===== src/rtl/smpwm_pkg.sv =====
package smpwm_pkg;
    localparam int VAL_W = 16;
    localparam int RES_W = 10;
    localparam int ACC_W = 16;
    localparam int CTL_W = 5;

    typedef struct packed {
        logic uns;
        logic ilv;
        logic en;
    } ctl_t;

    typedef struct packed {
        logic [RES_W-1:0] code;
        logic             sgn;
    } duty_t;

    function automatic logic [RES_W-1:0] bitrev(input logic [RES_W-1:0] x);
        logic [RES_W-1:0] r;
        for (int i = 0; i < RES_W; i++) r[i] = x[RES_W-1-i];
        return r;
    endfunction

    function automatic duty_t to_duty(input logic [VAL_W-1:0] v, input logic uns);
        duty_t d;
        logic [VAL_W-1:0] mag;
        if (uns) begin
            d.code = v[VAL_W-1 -: RES_W];
            d.sgn  = 1'b0;
        end else begin
            mag   = v[VAL_W-1] ? (~v + 1'b1) : v;
            d.sgn = v[VAL_W-1];
            if (mag[VAL_W-1]) d.code = '1;
            else              d.code = mag[VAL_W-2 -: RES_W];
        end
        return d;
    endfunction
endpackage


===== src/rtl/smpwm_nco.sv =====
module smpwm_nco
    import smpwm_pkg::*;
(
    input  logic             clk,
    input  logic             rst,
    input  logic [ACC_W-1:0] rate,
    output logic [RES_W-1:0] cnt,
    output logic             wrap
);
    logic [ACC_W-1:0] acc;
    logic [ACC_W:0]   sum;
    logic             tick;

    always_comb begin
        sum  = {1'b0, acc} + {1'b0, rate};
        tick = sum[ACC_W];
        wrap = tick && (cnt == '1);
    end

    always_ff @(posedge clk) begin
        if (rst) begin
            acc <= '0;
            cnt <= '0;
        end else begin
            acc <= sum[ACC_W-1:0];
            if (tick) cnt <= cnt + 1'b1;
        end
    end
endmodule


===== src/rtl/smpwm_chan.sv =====
module smpwm_chan
    import smpwm_pkg::*;
(
    input  logic             clk,
    input  logic             rst,
    input  logic             wrap,
    input  logic [RES_W-1:0] cnt,
    input  logic             clr,
    input  logic             glob_en,
    input  logic             val_we,
    input  logic             ctl_we,
    input  logic [VAL_W-1:0] wdata,
    input  logic             dir_in,
    output logic             pwm,
    output logic             ena,
    output logic             dir,
    output logic             dir_oe,
    output logic [CTL_W-1:0] rd,
    output logic [RES_W-1:0] act_code
);
    ctl_t             ctl;
    logic [VAL_W-1:0] val;
    duty_t            nxt;
    logic             act_sgn;
    logic [RES_W-1:0] cmp;

    always_ff @(posedge clk) begin
        if (rst) begin
            ctl      <= '0;
            val      <= '0;
            act_code <= '0;
            act_sgn  <= 1'b0;
        end else begin
            if (ctl_we) ctl <= ctl_t'(wdata[2:0]);
            if (clr) begin
                val      <= '0;
                act_code <= '0;
                act_sgn  <= 1'b0;
            end else begin
                if (val_we) val <= wdata;
                if (wrap) begin
                    act_code <= nxt.code;
                    act_sgn  <= nxt.sgn;
                end
            end
        end
    end

    always_comb begin
        nxt    = to_duty(val, ctl.uns);
        cmp    = ctl.ilv ? bitrev(cnt) : cnt;
        ena    = glob_en & ctl.en;
        pwm    = ena & (cmp < act_code);
        dir    = act_sgn & ~ctl.uns;
        dir_oe = ena & ~ctl.uns;
        rd     = {(ctl.uns ? dir_in : dir), pwm, ctl.uns, ctl.ilv, ctl.en};
    end
endmodule


===== src/rtl/smpwm_top.sv =====
module smpwm_top
    import smpwm_pkg::*;
#(
    parameter int NCH   = 4,
    parameter int SEL_W = (NCH > 1) ? $clog2(NCH) : 1
) (
    input  logic             clk,
    input  logic             rst,
    input  logic [ACC_W-1:0] rate,
    input  logic             glob_en,
    input  logic             clr_all,
    input  logic             val_we,
    input  logic             ctl_we,
    input  logic [SEL_W-1:0] wsel,
    input  logic [VAL_W-1:0] wdata,
    input  logic [SEL_W-1:0] rd_sel,
    output logic [CTL_W-1:0] rd_ctl,
    input  logic [NCH-1:0]   dir_i,
    output logic [NCH-1:0]   pwm_o,
    output logic [NCH-1:0]   dir_o,
    output logic [NCH-1:0]   dir_oe,
    output logic [NCH-1:0]   ena_o
);
    logic [RES_W-1:0] cnt_q;
    logic             wrap;
    logic [CTL_W-1:0] rd_w   [NCH];
    logic [RES_W-1:0] code_w [NCH];

    smpwm_nco u_nco (
        .clk  (clk),
        .rst  (rst),
        .rate (rate),
        .cnt  (cnt_q),
        .wrap (wrap)
    );

    for (genvar g = 0; g < NCH; g++) begin : g_ch
        smpwm_chan u_ch (
            .clk      (clk),
            .rst      (rst),
            .wrap     (wrap),
            .cnt      (cnt_q),
            .clr      (clr_all),
            .glob_en  (glob_en),
            .val_we   (val_we && (wsel == SEL_W'(g))),
            .ctl_we   (ctl_we && (wsel == SEL_W'(g))),
            .wdata    (wdata),
            .dir_in   (dir_i[g]),
            .pwm      (pwm_o[g]),
            .ena      (ena_o[g]),
            .dir      (dir_o[g]),
            .dir_oe   (dir_oe[g]),
            .rd       (rd_w[g]),
            .act_code (code_w[g])
        );
    end

    assign rd_ctl = rd_w[rd_sel];
endmodule


===== config.mk =====
export PLATFORM = sky130hd
export DESIGN_NAME = smpwm_top
export DESIGN_NICKNAME = d
export VERILOG_FILES = /design/src/rtl/smpwm_pkg.sv /design/src/rtl/smpwm_nco.sv /design/src/rtl/smpwm_chan.sv /design/src/rtl/smpwm_top.sv
export SDC_FILE = /design/constraint.sdc
export NUM_CORES = 1
export LEC_CHECK = 0
export BUFFER_PORTS_ARGS = -buffer_cell sky130_fd_sc_hd__buf_2
export CAP_MARGIN = 5
export CORE_ASPECT_RATIO = 0.9
export CORE_MARGIN = 5
export CORE_UTILIZATION = 65
export DETAILED_ROUTE_END_ITERATION = 10
export GPL_TIMING_DRIVEN = 0
export PLACE_DENSITY = 0.84
export SETUP_SLACK_MARGIN = 0.02
export SYNTH_ARGS = -nofsm -noshare
export SYNTH_HDL_FRONTEND = slang
export SYNTH_SLANG_ARGS = --single-unit

===== constraint.sdc =====
create_clock -name clk -period 6 [get_ports clk]
set_input_delay 1.2 -clock clk [delete_from_list [all_inputs] [get_ports clk]]
set_output_delay 1.2 -clock clk [all_outputs]
set_load 0.02 [all_outputs]

### Word-level counts from Yosys, hierarchy flattened

Cells that the tools add are included.

* register bits: 146
* output and inout port bits: 21
* word-level logic and storage cells: 100

* $add $sub $neg: 6
* order comparisons: 5
* equality and inequality tests: 4
* mux-type cells: 23
* bitwise gates (word level): 25
* reductions and logical operators: 11

Operator list (number)
* two-way mux 10 bit: 8
* adder 16 x 1 -> 16 bit (second input constant): 4
* two-way mux 16 bit: 4
* NOT 16 bit: 4
* two-way mux 11 bit: 4
* < comparator 10 bit: 4
* adder 16 x 16 -> 17 bit: 1
* bitwise AND 1 bit: 16
* adder 10 x 1 -> 10 bit (second input constant): 1
* binary-select mux 5 bit (select 2 bit): 1
* equality test 10 bit (second input constant): 1
* two-way mux 5 bit: 2
* logical AND 1 bit: 9
* equality test 2 bit (second input constant): 2
* two-way mux 1 bit: 4
* NOT 1 bit: 4
* greater-or-equal comparator 3 bit (second input constant): 1
* NOT 2 -> 3 bit: 1
* equality test 2 x 1 -> 1 bit (second input constant): 1
* logical NOT 2 bit: 1
* OR reduction 2 bit: 1

### Depth between registers and ports, before layout

Gate-level depths: netlist (run 1).

* depth in word-level cells: 6
* mapped depth: 10
* gate-level depth less buffers: 9

### Cells and area by module

Synthesis (run 1) repeated with hierarchy kept, for this count alone.

* cell total of the unflattened synthesis: 982
* area total of the unflattened synthesis: 8914.8 µm²

By module, submodules not included
* smpwm_chan: instances 4, cells each 193, area each 1751.7 µm²
* smpwm_nco: instances 1, cells each 196, area each 1721.7 µm²
* smpwm_top: instances 1, cells each 14, area each 186.4 µm²

### Worst setup path before layout (run 1)

Ideal clock, no wire load.

* kind: register to output
* start: register g_ch[0].u_ch.ctl (netlist bit g_ch[0].u_ch.rd[1])
* end: output rd_ctl[3]
* data arrival time: 2549 ps
* setup slack: 2251 ps
* cell stages (with the launch flop): 9
* buffers on the path: 1
* path through: dfxtp_1 clkbuf_1 mux2_2 ha_1 a211o_1 a2111oi_0 o21ai_0 a211oi_1 mux4_2

* longest elaborated chain between the ends: 6

RTL lines
* start: declaration: RTL line smpwm_chan.sv:21 `ctl_t ctl;`
* start signal: assignment: RTL line smpwm_chan.sv:34 `if (ctl_we) ctl <= ctl_t'(wdata[2:0]);`
* two-way mux 10 bit: RTL line smpwm_chan.sv:51 `cmp = ctl.ilv ? bitrev(cnt) : cnt;`
* < comparator 10 bit: RTL line smpwm_chan.sv:53 `pwm = ena & (cmp < act_code);`
* bitwise AND 1 bit: RTL line smpwm_chan.sv:53
* via g_ch[0].u_ch.pwm: RTL line smpwm_chan.sv:14 `output logic pwm,`
* binary-select mux 5 bit (select 2 bit): RTL line smpwm_top.sv:58 `assign rd_ctl = rd_w[rd_sel];`
* two-way mux 5 bit (not written as such) (2 in series): RTL line smpwm_top.sv:58
* end: declaration: RTL line smpwm_top.sv:17 `output logic [CTL_W-1:0] rd_ctl,`

The timed path passes the listed nets, and every way through them passes these cells. The select of a mux whose other input is x is not followed.

### Worst setup path in the final report (run 1)

Ends and elaborated chain as after synthesis.

==> flow_summary_export.csv, run 1 <==
group,metric,value,unit
timing,worstMarginPinSlew,0.9255,ns
placed_design,dp_hpwl,18.94,mm
synth,yosys.area.top_type_share,0.3272,
cts,clock_latency,0.43,ns
synth,synth-edff-count,0,
setup_path,startpoint_type,"register",
drt,drcViolationCount,0,
timing,setup_tns,0,ns
timing,rsz0062_at_grt,"false",
synth,syn_area,8932,um^2
placed_design,pre_cts_ws,1.554,ns
timing,hold_ws,0.4660,ns
cts,cts_root_buf,"clkbuf_16",
power_and_ir_drop,ir_worst_vdd,0.2541,mV
cts,cts.hold.buffers_added,0,
synth,ys_warn_count,0,
timing,fin_crit,4.883,ns
synth,synth_ff_type,"dfxtp_1",
cells_and_area,n_antenna_cell,0,
drt,ant_nets,0,
grt,grtUsageTotal,0.3106,
cts,numCtsBuffers,17,
cts,cts_resized,0,
drt,wire_per_inst,17.86,um
placed_design,place_area,9448,um^2
synth,yosys-mux-area-fraction,0.07410,
drt,route.vias.total,8604,
synth,synthDistinctLibCells,65,
cells_and_area,final_area,10040,um^2
cells_and_area,final_layout_size_suffix_gt1_frac,0.1249,
floorplan,die_area,16190,um^2
synth,synth-seq-cells,146,
setup_path,cp.required,4.80,ns
synth,synth_xor_area_frac,0.02844,
flow_run,drv_cap,0,
setup_path,worstSetupEndpointType,"output pin",
drt,drt-total-wl,25.17,mm
synth,syn_nets,1250,
floorplan,num_io_pins,67,
floorplan,fp.dieH,121.2,um
grt,grt_start_max_net_pins,17,
power_and_ir_drop,power_density,266.4,nW/um^2
power_and_ir_drop,p_leak,3.939,nW
synth,seq_area_frac_synth,0.3272,
cts,cts_tree,"built",
synth,synth_compound_area_frac,0.2136,
cts,cts_sinks,146,
cells_and_area,nNetsFinal,1330,
worst_hold_path,hp-class,"reg2reg",
synth,synthTopCellsByCount,"nand2_1 (207), dfxtp_1 (146), a21oi_1 (118)",
timing,fmax,204.8,MHz
synth,async_flop_share,0,
drt,drt_iter0_drc,955,
synth,syn_inst,1150,
drt,wl_met1,11.02,mm
synth,synth_fa_ha_area_frac,0.07648,
synth,synth_top_family_by_area,"compound AO/OA/AOI/OAI gates",
drt,dr_wl_met2,11.42,mm
timing,hold_violations,0,
drt,via_per_inst,6.106,
cts,clkTransAtPathRegs,0.06,ns
setup_path,crit_arrival,3.68,ns
drt,first_pass_iters,6,
floorplan,start_util,0.6660,
drt,detailroute.wirelength.met3,1.946,mm
floorplan,design.core.area,13410,um^2
drt,top_layer,"met4",
synth,synth_simple_gate_area_share,0.2098,
timing,finalClockSkew,0.006844,ns
floorplan,rows,40,
cells_and_area,area_growth,12.41,%
timing,drv_slew,0,
synth,synthTopCellsByArea,"dfxtp_1 (33%), nand2_1 (8.7%), ha_1 (7.4%)",
placed_design,io_buffers,61,
setup_path,r2r_slack,2.46,ns
timing,setup_violations,0,
floorplan,die_w,133.6,um
grt,grt_pass1_vias,7855,
cts,htreeDepth,4,
setup_path,critPathKind,"reg2out",
grt,grt_antenna_before_repair,0,
cts,clockBufferDepth,2,
grt,grt-ovfl-total,0,
timing,finalCritPeriodShare,0.8138,
synth,syn_area_per_cell,7.767,um^2
grt,grt_pass1_wl,40.02,mm
synth,yosysMostFrequentCell,"nand2_1",
outcome,outcome,"finished, final reports clean",
synth,synth_top_cell_by_area,"dfxtp_1",
placed_design,place.gp.congestion,0.9971,
cts,postCtsSetupRepairBufs,0,
setup_path,crit_fanout,10,
timing,finalWorstSetupSlack,1.117,ns
timing,slew_headroom,0.3830,
## kinds of logic after synthesis
kind of cell,after synthesis
simple gates,420
compound gates,297
buf+inv,148
flops,146
mux,56
fa+ha+maj,54
xor+xnor,29
## per-stage QoR
step                        util  cells  power (mW)
final                     0.7486   1409       2.675
after global routing      0.7486   1409       2.778
after CTS                 0.7486   1409       2.661
after detailed placement  0.7044   1379       1.595
after global placement    0.7044   1379       1.578
after floorplan                -   1150       1.464
## path summary, 6_finish.rpt
kind                       startpoint                       end  cells past startpoint
setup / recovery   g_ch[0].u_ch.rd[1]                 rd_ctl[3]                      9
hold / removal    g_ch[2].u_ch.val[1]       g_ch[2].u_ch.val[1]                      2
setup reg to reg         u_nco.acc[0]  g_ch[3].u_ch.act_code[7]                     10
hold reg to reg   g_ch[2].u_ch.val[1]       g_ch[2].u_ch.val[1]                      2
## registers in the layout, indices dropped and copies added (netlist names)
register            count
u_nco.cnt              10
g_ch.u_ch.val          64
g_ch.u_ch.act_code     40
g_ch.u_ch.act_sgn       4
u_nco.acc              16
g_ch.u_ch.rd           12
## area by class of cell
class / count / area [um^2]
Clock buffer: 21 / 460.4
Clock inverter: 9 / 132.6
Buffer: 93 / 421.7
Sequential cell: 146 / 2923
Fill cell: 1065 / 3372
Timing Repair Buffer: 61 / 305.3
Tap cell: 168 / 210.2
Multi-Input combinational cell: 856 / 5381
Inverter: 55 / 206.4
## cell usage in the layout (no fill, tap or decap), types with 20 or more instances in the layout
cell type,count
ha_1,53
dfxtp_1,146
buf_2,63
clkbuf_1,65
mux2_2,31
nor3_1,23
o21ai_0,43
a21oi_1,118
inv_1,55
mux2i_1,20
nand2_1,207
nor2_1,85
nand3_1,27
## report_power, final
group          switching, mW  leakage [nW]  internal, mW
registers             0.0249          1.18          1.02
clock network          0.416         0.285         0.671
logic                  0.324          2.47         0.218
total                  0.764          3.94          1.91
## per-layer routing
metal | up-vias | GRT usage
li1 | 4215 | -
met1 | 3945 | 0.4181
met2 | 385 | 0.4965
met3 | 59 | 0.04395
met4 | 0 | 0.1427
met5 | - | 0
## critical path, cell delays in order, from the launching register on
cell and delay, ns:
dfxtp_1 0.43, clkbuf_1 0.40, mux2_2 0.39, ha_1 0.19, a211o_1 0.31, a2111oi_0 0.36, o21ai_0 0.18, a211oi_1 0.50
mux4_2 0.33, buf_2 0.17
Power figures use the tool's default switching activity.
==> inputs of run 2 (changes only) <==
--- a/config.mk
+++ b/config.mk
@@ -9,10 +9,10 @@
 export CAP_MARGIN = 5
 export CORE_ASPECT_RATIO = 0.9
 export CORE_MARGIN = 5
-export CORE_UTILIZATION = 65
+export CORE_UTILIZATION = 61
 export DETAILED_ROUTE_END_ITERATION = 10
 export GPL_TIMING_DRIVEN = 0
-export PLACE_DENSITY = 0.84
+export PLACE_DENSITY = 0.8
 export SETUP_SLACK_MARGIN = 0.02
 export SYNTH_ARGS = -nofsm -noshare
 export SYNTH_HDL_FRONTEND = slang
==> constraint.sdc (replaced) <==
create_clock -name clk -period 5.05 [get_ports clk]
set_input_delay 1.01 -clock clk [delete_from_list [all_inputs] [get_ports clk]]
set_output_delay 1.01 -clock clk [all_outputs]
set_load 0.02 [all_outputs]
==> flow_summary_export.csv, run 2 (same netlist as run 1, synthesis figures left out) <==
group,metric,value,unit
cells_and_area,final_cells,1441,
grt,grt_start_max_net_pins,17,
setup_path,critPathKind,"reg2out",
cells_and_area,final_util,0.6911,
placed_design,place.gp.congestion,0.9170,
placed_design,place_area,9485,um^2
timing,worstMarginPinSlew,0.9495,ns
power_and_ir_drop,p_leak,3.934,nW
setup_path,r2r_slack,1.52,ns
cts,cts_tree,"built",
timing,drv_slew,0,
worst_hold_path,hp-class,"reg2reg",
cells_and_area,final_layout_size_suffix_gt1_frac,0.1271,
setup_path,timing.rr.end,"g_ch[3].u_ch.act_code[7]",
grt,grt_pass1_wl,39.59,mm
placed_design,dpl.cell_count,1409,
drt,first_pass_iters,5,
setup_path,startpoint_type,"register",
power_and_ir_drop,ir_worst_vdd,0.2693,mV
power_and_ir_drop,p_int,2.168,mW
timing,rsz0062_at_grt,"false",
cts,cts_sinks,146,
timing,fmax,211.1,MHz
setup_path,crit_fanout,10,
power_and_ir_drop,power.total,3.136,mW
setup_path,cp.required,4.04,ns
cells_and_area,final_cell_mix,"nand2_1 (207), dfxtp_1 (146), a21oi_1 (118), nor2_1 (85), clkbuf_1 (64)",
floorplan,die_w,137.6,um
cells_and_area,reg_top3,"g_ch.u_ch.val x64, g_ch.u_ch.act_code x40, u_nco.acc x16",
floorplan,rows,42,
setup_path,r2r-start,"u_nco.acc[0]",
cells_and_area,regMostFlops,"g_ch.u_ch.val",
flow_run,drv_cap,0,
cts,numCtsBuffers,17,
power_and_ir_drop,clkPwrFrac,0.400,
cts,htreeDepth,4,
drt,drt-total-wl,25.06,mm
setup_path,ff2ff_path_depth,10,
cts,clock_latency,0.43,ns
setup_path,crit_arrival,3.73,ns
cts,postCtsSetupRepairBufs,0,
timing,finalWorstSetupSlack,0.3130,ns
power_and_ir_drop,combPwrFrac,0.205,
worst_hold_path,hp-start,"g_ch[1].u_ch.val[0]",
cts,clockBufferDepth,2,
cts,cts_root_buf,"clkbuf_16",
power_and_ir_drop,seqPwrFrac,0.395,
floorplan,start_util,0.6136,
timing,hold_violations,0,
timing,finalClockSkew,0.008999,ns
cts,cts.hold.buffers_added,0,
cells_and_area,area_growth,12.62,%
drt,drcViolationCount,0,
outcome,outcome,"finished, final reports clean",
power_and_ir_drop,power_density,311.7,nW/um^2
timing,hold_ws,0.4606,ns
grt,grtUsageTotal,0.2904,
worst_hold_path,hold_path_end,"g_ch[1].u_ch.val[0]",
placed_design,io_buffers,61,
grt,grt_pass1_vias,7562,
placed_design,pre_cts_ws,0.7309,ns
drt,drt_iter0_drc,944,
timing,setup_violations,0,
drt,via_per_inst,5.978,
cells_and_area,nNetsFinal,1330,
cells_and_area,largest_reg_flops,64,
floorplan,design.core.area,14560,um^2
cells_and_area,n_antenna_cell,0,
floorplan,die_area,17170,um^2
timing,setup_tns,0,ns
power_and_ir_drop,p_sw_frac,0.3087,
drt,route.vias.total,8615,
setup_path,worstSetupEndpointType,"output pin",
cells_and_area,final_common_cell,"nand2_1",
timing,slew_headroom,0.3670,
cts,clkTransAtPathRegs,0.06,ns
floorplan,num_io_pins,67,
grt,grt_antenna_before_repair,0,
cts,cts_resized,0,
cells_and_area,final_area,10060,um^2
timing,finalCritPeriodShare,0.9380,
floorplan,fp.dieH,124.8,um
timing,fin_crit,4.737,ns
placed_design,dp_hpwl,18.88,mm
drt,ant_nets,0,
grt,grt-ovfl-total,0,
drt,wire_per_inst,17.39,um
worst_hold_path,worstHoldPathCells,2,
power_and_ir_drop,power.switching,0.9682,mW
[run 2: cell types whose count changed in the layout (fill, tap and decap cells not counted), sizes merged]
cell / delta
inv: +9
clkbuf: -3
bufinv: -2
clkinv: -1
clkinvlp: -1
[run 2: per-layer routing]
metal | share of wire | vias up | GRT usage
li1 | - | 4211 | -
met1 | 0.44 | 3991 | 0.4107
met2 | 0.45 | 370 | 0.4389
met3 | 0.085 | 43 | 0.06300
met4 | 0.023 | 0 | 0.09331
met5 | 0 | - | 0
[run 2: worst max-delay path by stage]
stage,start,slack (ns),endpoint
5_1_grt,g_ch[0].u_ch.rd[1],0.1,rd_ctl[3]
3_5_place_dp,rate[0],0.73,g_ch[3].u_ch.act_code[7]
4_1_cts,g_ch[0].u_ch.rd[1],0.48,rd_ctl[3]
6_report,g_ch[0].u_ch.rd[1],0.31,rd_ctl[3]
3_3_place_gp,rate[0],0.78,g_ch[3].u_ch.act_code[7]
2_1_floorplan,g_ch[0].u_ch.rd[1],1.49,rd_ctl[3]
[run 2: power by group through the flow]
stage	combinational, mW	clock, mW	sequential (mW)
global placement	0.612	0	1.26
global route	0.711	1.31	1.25
detailed placement	0.625	0	1.27
finish	0.642	1.25	1.24
floorplan	0.481	0	1.26
CTS	0.633	1.25	1.24
[run 2: cell type report]
| type | instances | area [um^2] |
|---|---|---|
| Timing Repair Buffer | 61 | 305.3 |
| Multi-Input combinational cell | 856 | 5381 |
| Inverter | 55 | 206.4 |
| Fill cell | 1225 | 4497 |
| Tap cell | 198 | 247.7 |
| Buffer | 93 | 421.7 |
| Clock inverter | 14 | 145.1 |
| Sequential cell | 146 | 2923 |
| Clock buffer | 18 | 429.2 |
[run 2: worst max-delay path, stage by stage (launching register included)]
cell       delay (ns)
dfxtp_1          0.43
clkbuf_1         0.40
mux2_2           0.39
ha_1             0.19
a211o_1          0.31
a2111oi_0        0.44
o21ai_0          0.21
a211oi_1         0.46
mux4_2           0.32
buf_2            0.16
==> inputs of run 3 (changes only) <==
--- a/config.mk
+++ b/config.mk
@@ -8,7 +8,6 @@
 export BUFFER_PORTS_ARGS = -buffer_cell sky130_fd_sc_hd__buf_2
 export CAP_MARGIN = 5
 export CORE_ASPECT_RATIO = 0.9
-export CORE_MARGIN = 5
 export CORE_UTILIZATION = 61
 export DETAILED_ROUTE_END_ITERATION = 10
 export GPL_TIMING_DRIVEN = 0
==> flow_summary_export.csv, run 3 (same netlist as run 1, synthesis figures left out) <==
group,metric,value,unit
cts,cts_root_buf,"clkbuf_16",
drt,ant_nets,0,
setup_path,cp.required,4.04,ns
worst_hold_path,worstHoldPathCells,2,
placed_design,dp_hpwl,18.45,mm
cts,htreeDepth,4,
setup_path,critPathKind,"reg2out",
grt,grt_start_max_net_pins,17,
placed_design,pre_cts_ws,0.7590,ns
worst_hold_path,hold_path_end,"g_ch[0].u_ch.val[3]",
setup_path,startpoint_type,"register",
setup_path,timing.rr.end,"g_ch[3].u_ch.act_code[7]",
power_and_ir_drop,ir_worst_vdd,0.2489,mV
grt,grt_pass1_wl,39.28,mm
timing,rsz0062_at_grt,"false",
cts,clkTransAtPathRegs,0.07,ns
cells_and_area,regMostFlops,"g_ch.u_ch.val",
timing,drv_slew,0,
timing,finalWorstSetupSlack,0.4571,ns
drt,drt-total-wl,25.15,mm
timing,setup_tns,0,ns
floorplan,die_w,129.6,um
timing,finalCritPeriodShare,0.9095,
cells_and_area,final_cell_mix,"nand2_1 (207), dfxtp_1 (146), a21oi_1 (118), nor2_1 (85)",
timing,hold_violations,0,
timing,setup_violations,0,
cts,postCtsSetupRepairBufs,0,
drt,drt_iter0_drc,1012,
cells_and_area,final_layout_size_suffix_gt1_frac,0.1279,
drt,wire_per_inst,17.52,um
placed_design,place.gp.congestion,0.9441,
cts,cts_tree,"built",
power_and_ir_drop,p_leak,3.948,nW
floorplan,num_io_pins,67,
worst_hold_path,hp-class,"reg2reg",
grt,grt-ovfl-total,0,
drt,drcViolationCount,0,
power_and_ir_drop,power.total,3.184,mW
cells_and_area,nNetsFinal,1330,
cells_and_area,final_common_cell,"nand2_1",
worst_hold_path,hp-start,"g_ch[0].u_ch.val[3]",
cts,cts_resized,0,
placed_design,dpl.cell_count,1404,
floorplan,fp.dieH,116.8,um
drt,via_per_inst,5.955,
setup_path,r2r-start,"u_nco.acc[0]",
grt,grt_antenna_before_repair,0,
floorplan,start_util,0.6309,
cells_and_area,area_growth,12.80,%
setup_path,r2r_slack,1.49,ns
cts,numCtsBuffers,17,
setup_path,crit_fanout,10,
timing,fin_crit,4.593,ns
drt,first_pass_iters,7,
cells_and_area,seq_area,2923,um^2
grt,grt_pass1_vias,7710,
power_and_ir_drop,power_density,316.0,nW/um^2
cells_and_area,multi_input_area,5381,um^2
cells_and_area,n_antenna_cell,0,
floorplan,rows,41,
flow_run,drv_cap,0,
cells_and_area,fillers,1190,
cts,clockBufferDepth,2,
timing,finalClockSkew,0.01137,ns
grt,grtUsageTotal,0.3401,
floorplan,design.core.area,14160,um^2
placed_design,io_buffers,61,
timing,worstMarginPinSlew,0.9773,ns
drt,route.vias.total,8551,
cells_and_area,reg_top3,"g_ch.u_ch.val x64, g_ch.u_ch.act_code x40, u_nco.acc x16",
floorplan,die_area,15130,um^2
cts,cts.hold.buffers_added,0,
cts,clock_latency,0.44,ns
timing,slew_headroom,0.3425,
setup_path,worstSetupEndpointType,"output pin",
timing,fmax,217.7,MHz
setup_path,crit_arrival,3.58,ns
outcome,outcome,"finished, final reports clean",
cells_and_area,final_cells,1436,
cts,cts_sinks,146,
setup_path,ff2ff_path_depth,10,
cells_and_area,largest_reg_flops,64,
[run 3: worst max-delay path, stage by stage (launching register included)]
cell and delay [ns]:
dfxtp_1 0.31, clkbuf_1 0.42, inv_1 0.31, o21ai_0 0.28
ha_1 0.26, o21ai_0 0.07, a31oi_1 0.06, o211ai_1 0.17
a2111oi_0 0.13, nor4_1 0.58, mux4_2 0.39, buf_2 0.16
[run 3: worst max path at each step]
stage / start / to / slack (ns) / cells after the start
4_1_cts: u_nco.cnt[2] / rd_ctl[3] / 0.51 / 11
2_1_floorplan: g_ch[0].u_ch.rd[1] / rd_ctl[3] / 1.49 / 8
3_3_place_gp: rate[0] / g_ch[3].u_ch.act_code[7] / 0.82 / 11
3_5_place_dp: rate[0] / g_ch[3].u_ch.act_code[7] / 0.76 / 11
6_report: u_nco.cnt[2] / rd_ctl[3] / 0.46 / 11
5_1_grt: u_nco.cnt[2] / rd_ctl[3] / 0.29 / 11
[run 3: final cells by class]
class	count	area share
multi-input cells	856	0.5341
flip-flops and latches	146	0.2901
clock buffers	18	0.04359
plain buffers	93	0.04185
repair buffers	61	0.03030
well taps	193	0.02397
inverters	55	0.02049
clock inverters	14	0.01565
[run 3: power breakdown]
group	internal (mW)	switching (mW)	total, mW	leakage, nW
Combinational	0.259	0.383	0.642	2.47
Sequential	1.21	0.0295	1.24	1.18
Clock	0.719	0.581	1.30	0.294
[run 3: per-layer routing]
metal	track usage	vias up	part of all wire
met1	0.4488	3905	0.44
li1	-	4214	-
met3	0.06727	56	0.087
met5	0	-	0
met2	0.5577	376	0.44
met4	0.1194	0	0.029
[run 3: metrics by stage]
step / hold slack [ns] / utilization / cell area [um^2]
global placement: 0.4427 / 0.6695 / 9479
floorplan: 0.4363 / - / 8932
CTS: 0.4606 / 0.7116 / 10080
finish: 0.4637 / 0.7116 / 10080
detailed placement: 0.4512 / 0.6695 / 9479
global route: 0.4819 / 0.7116 / 10080
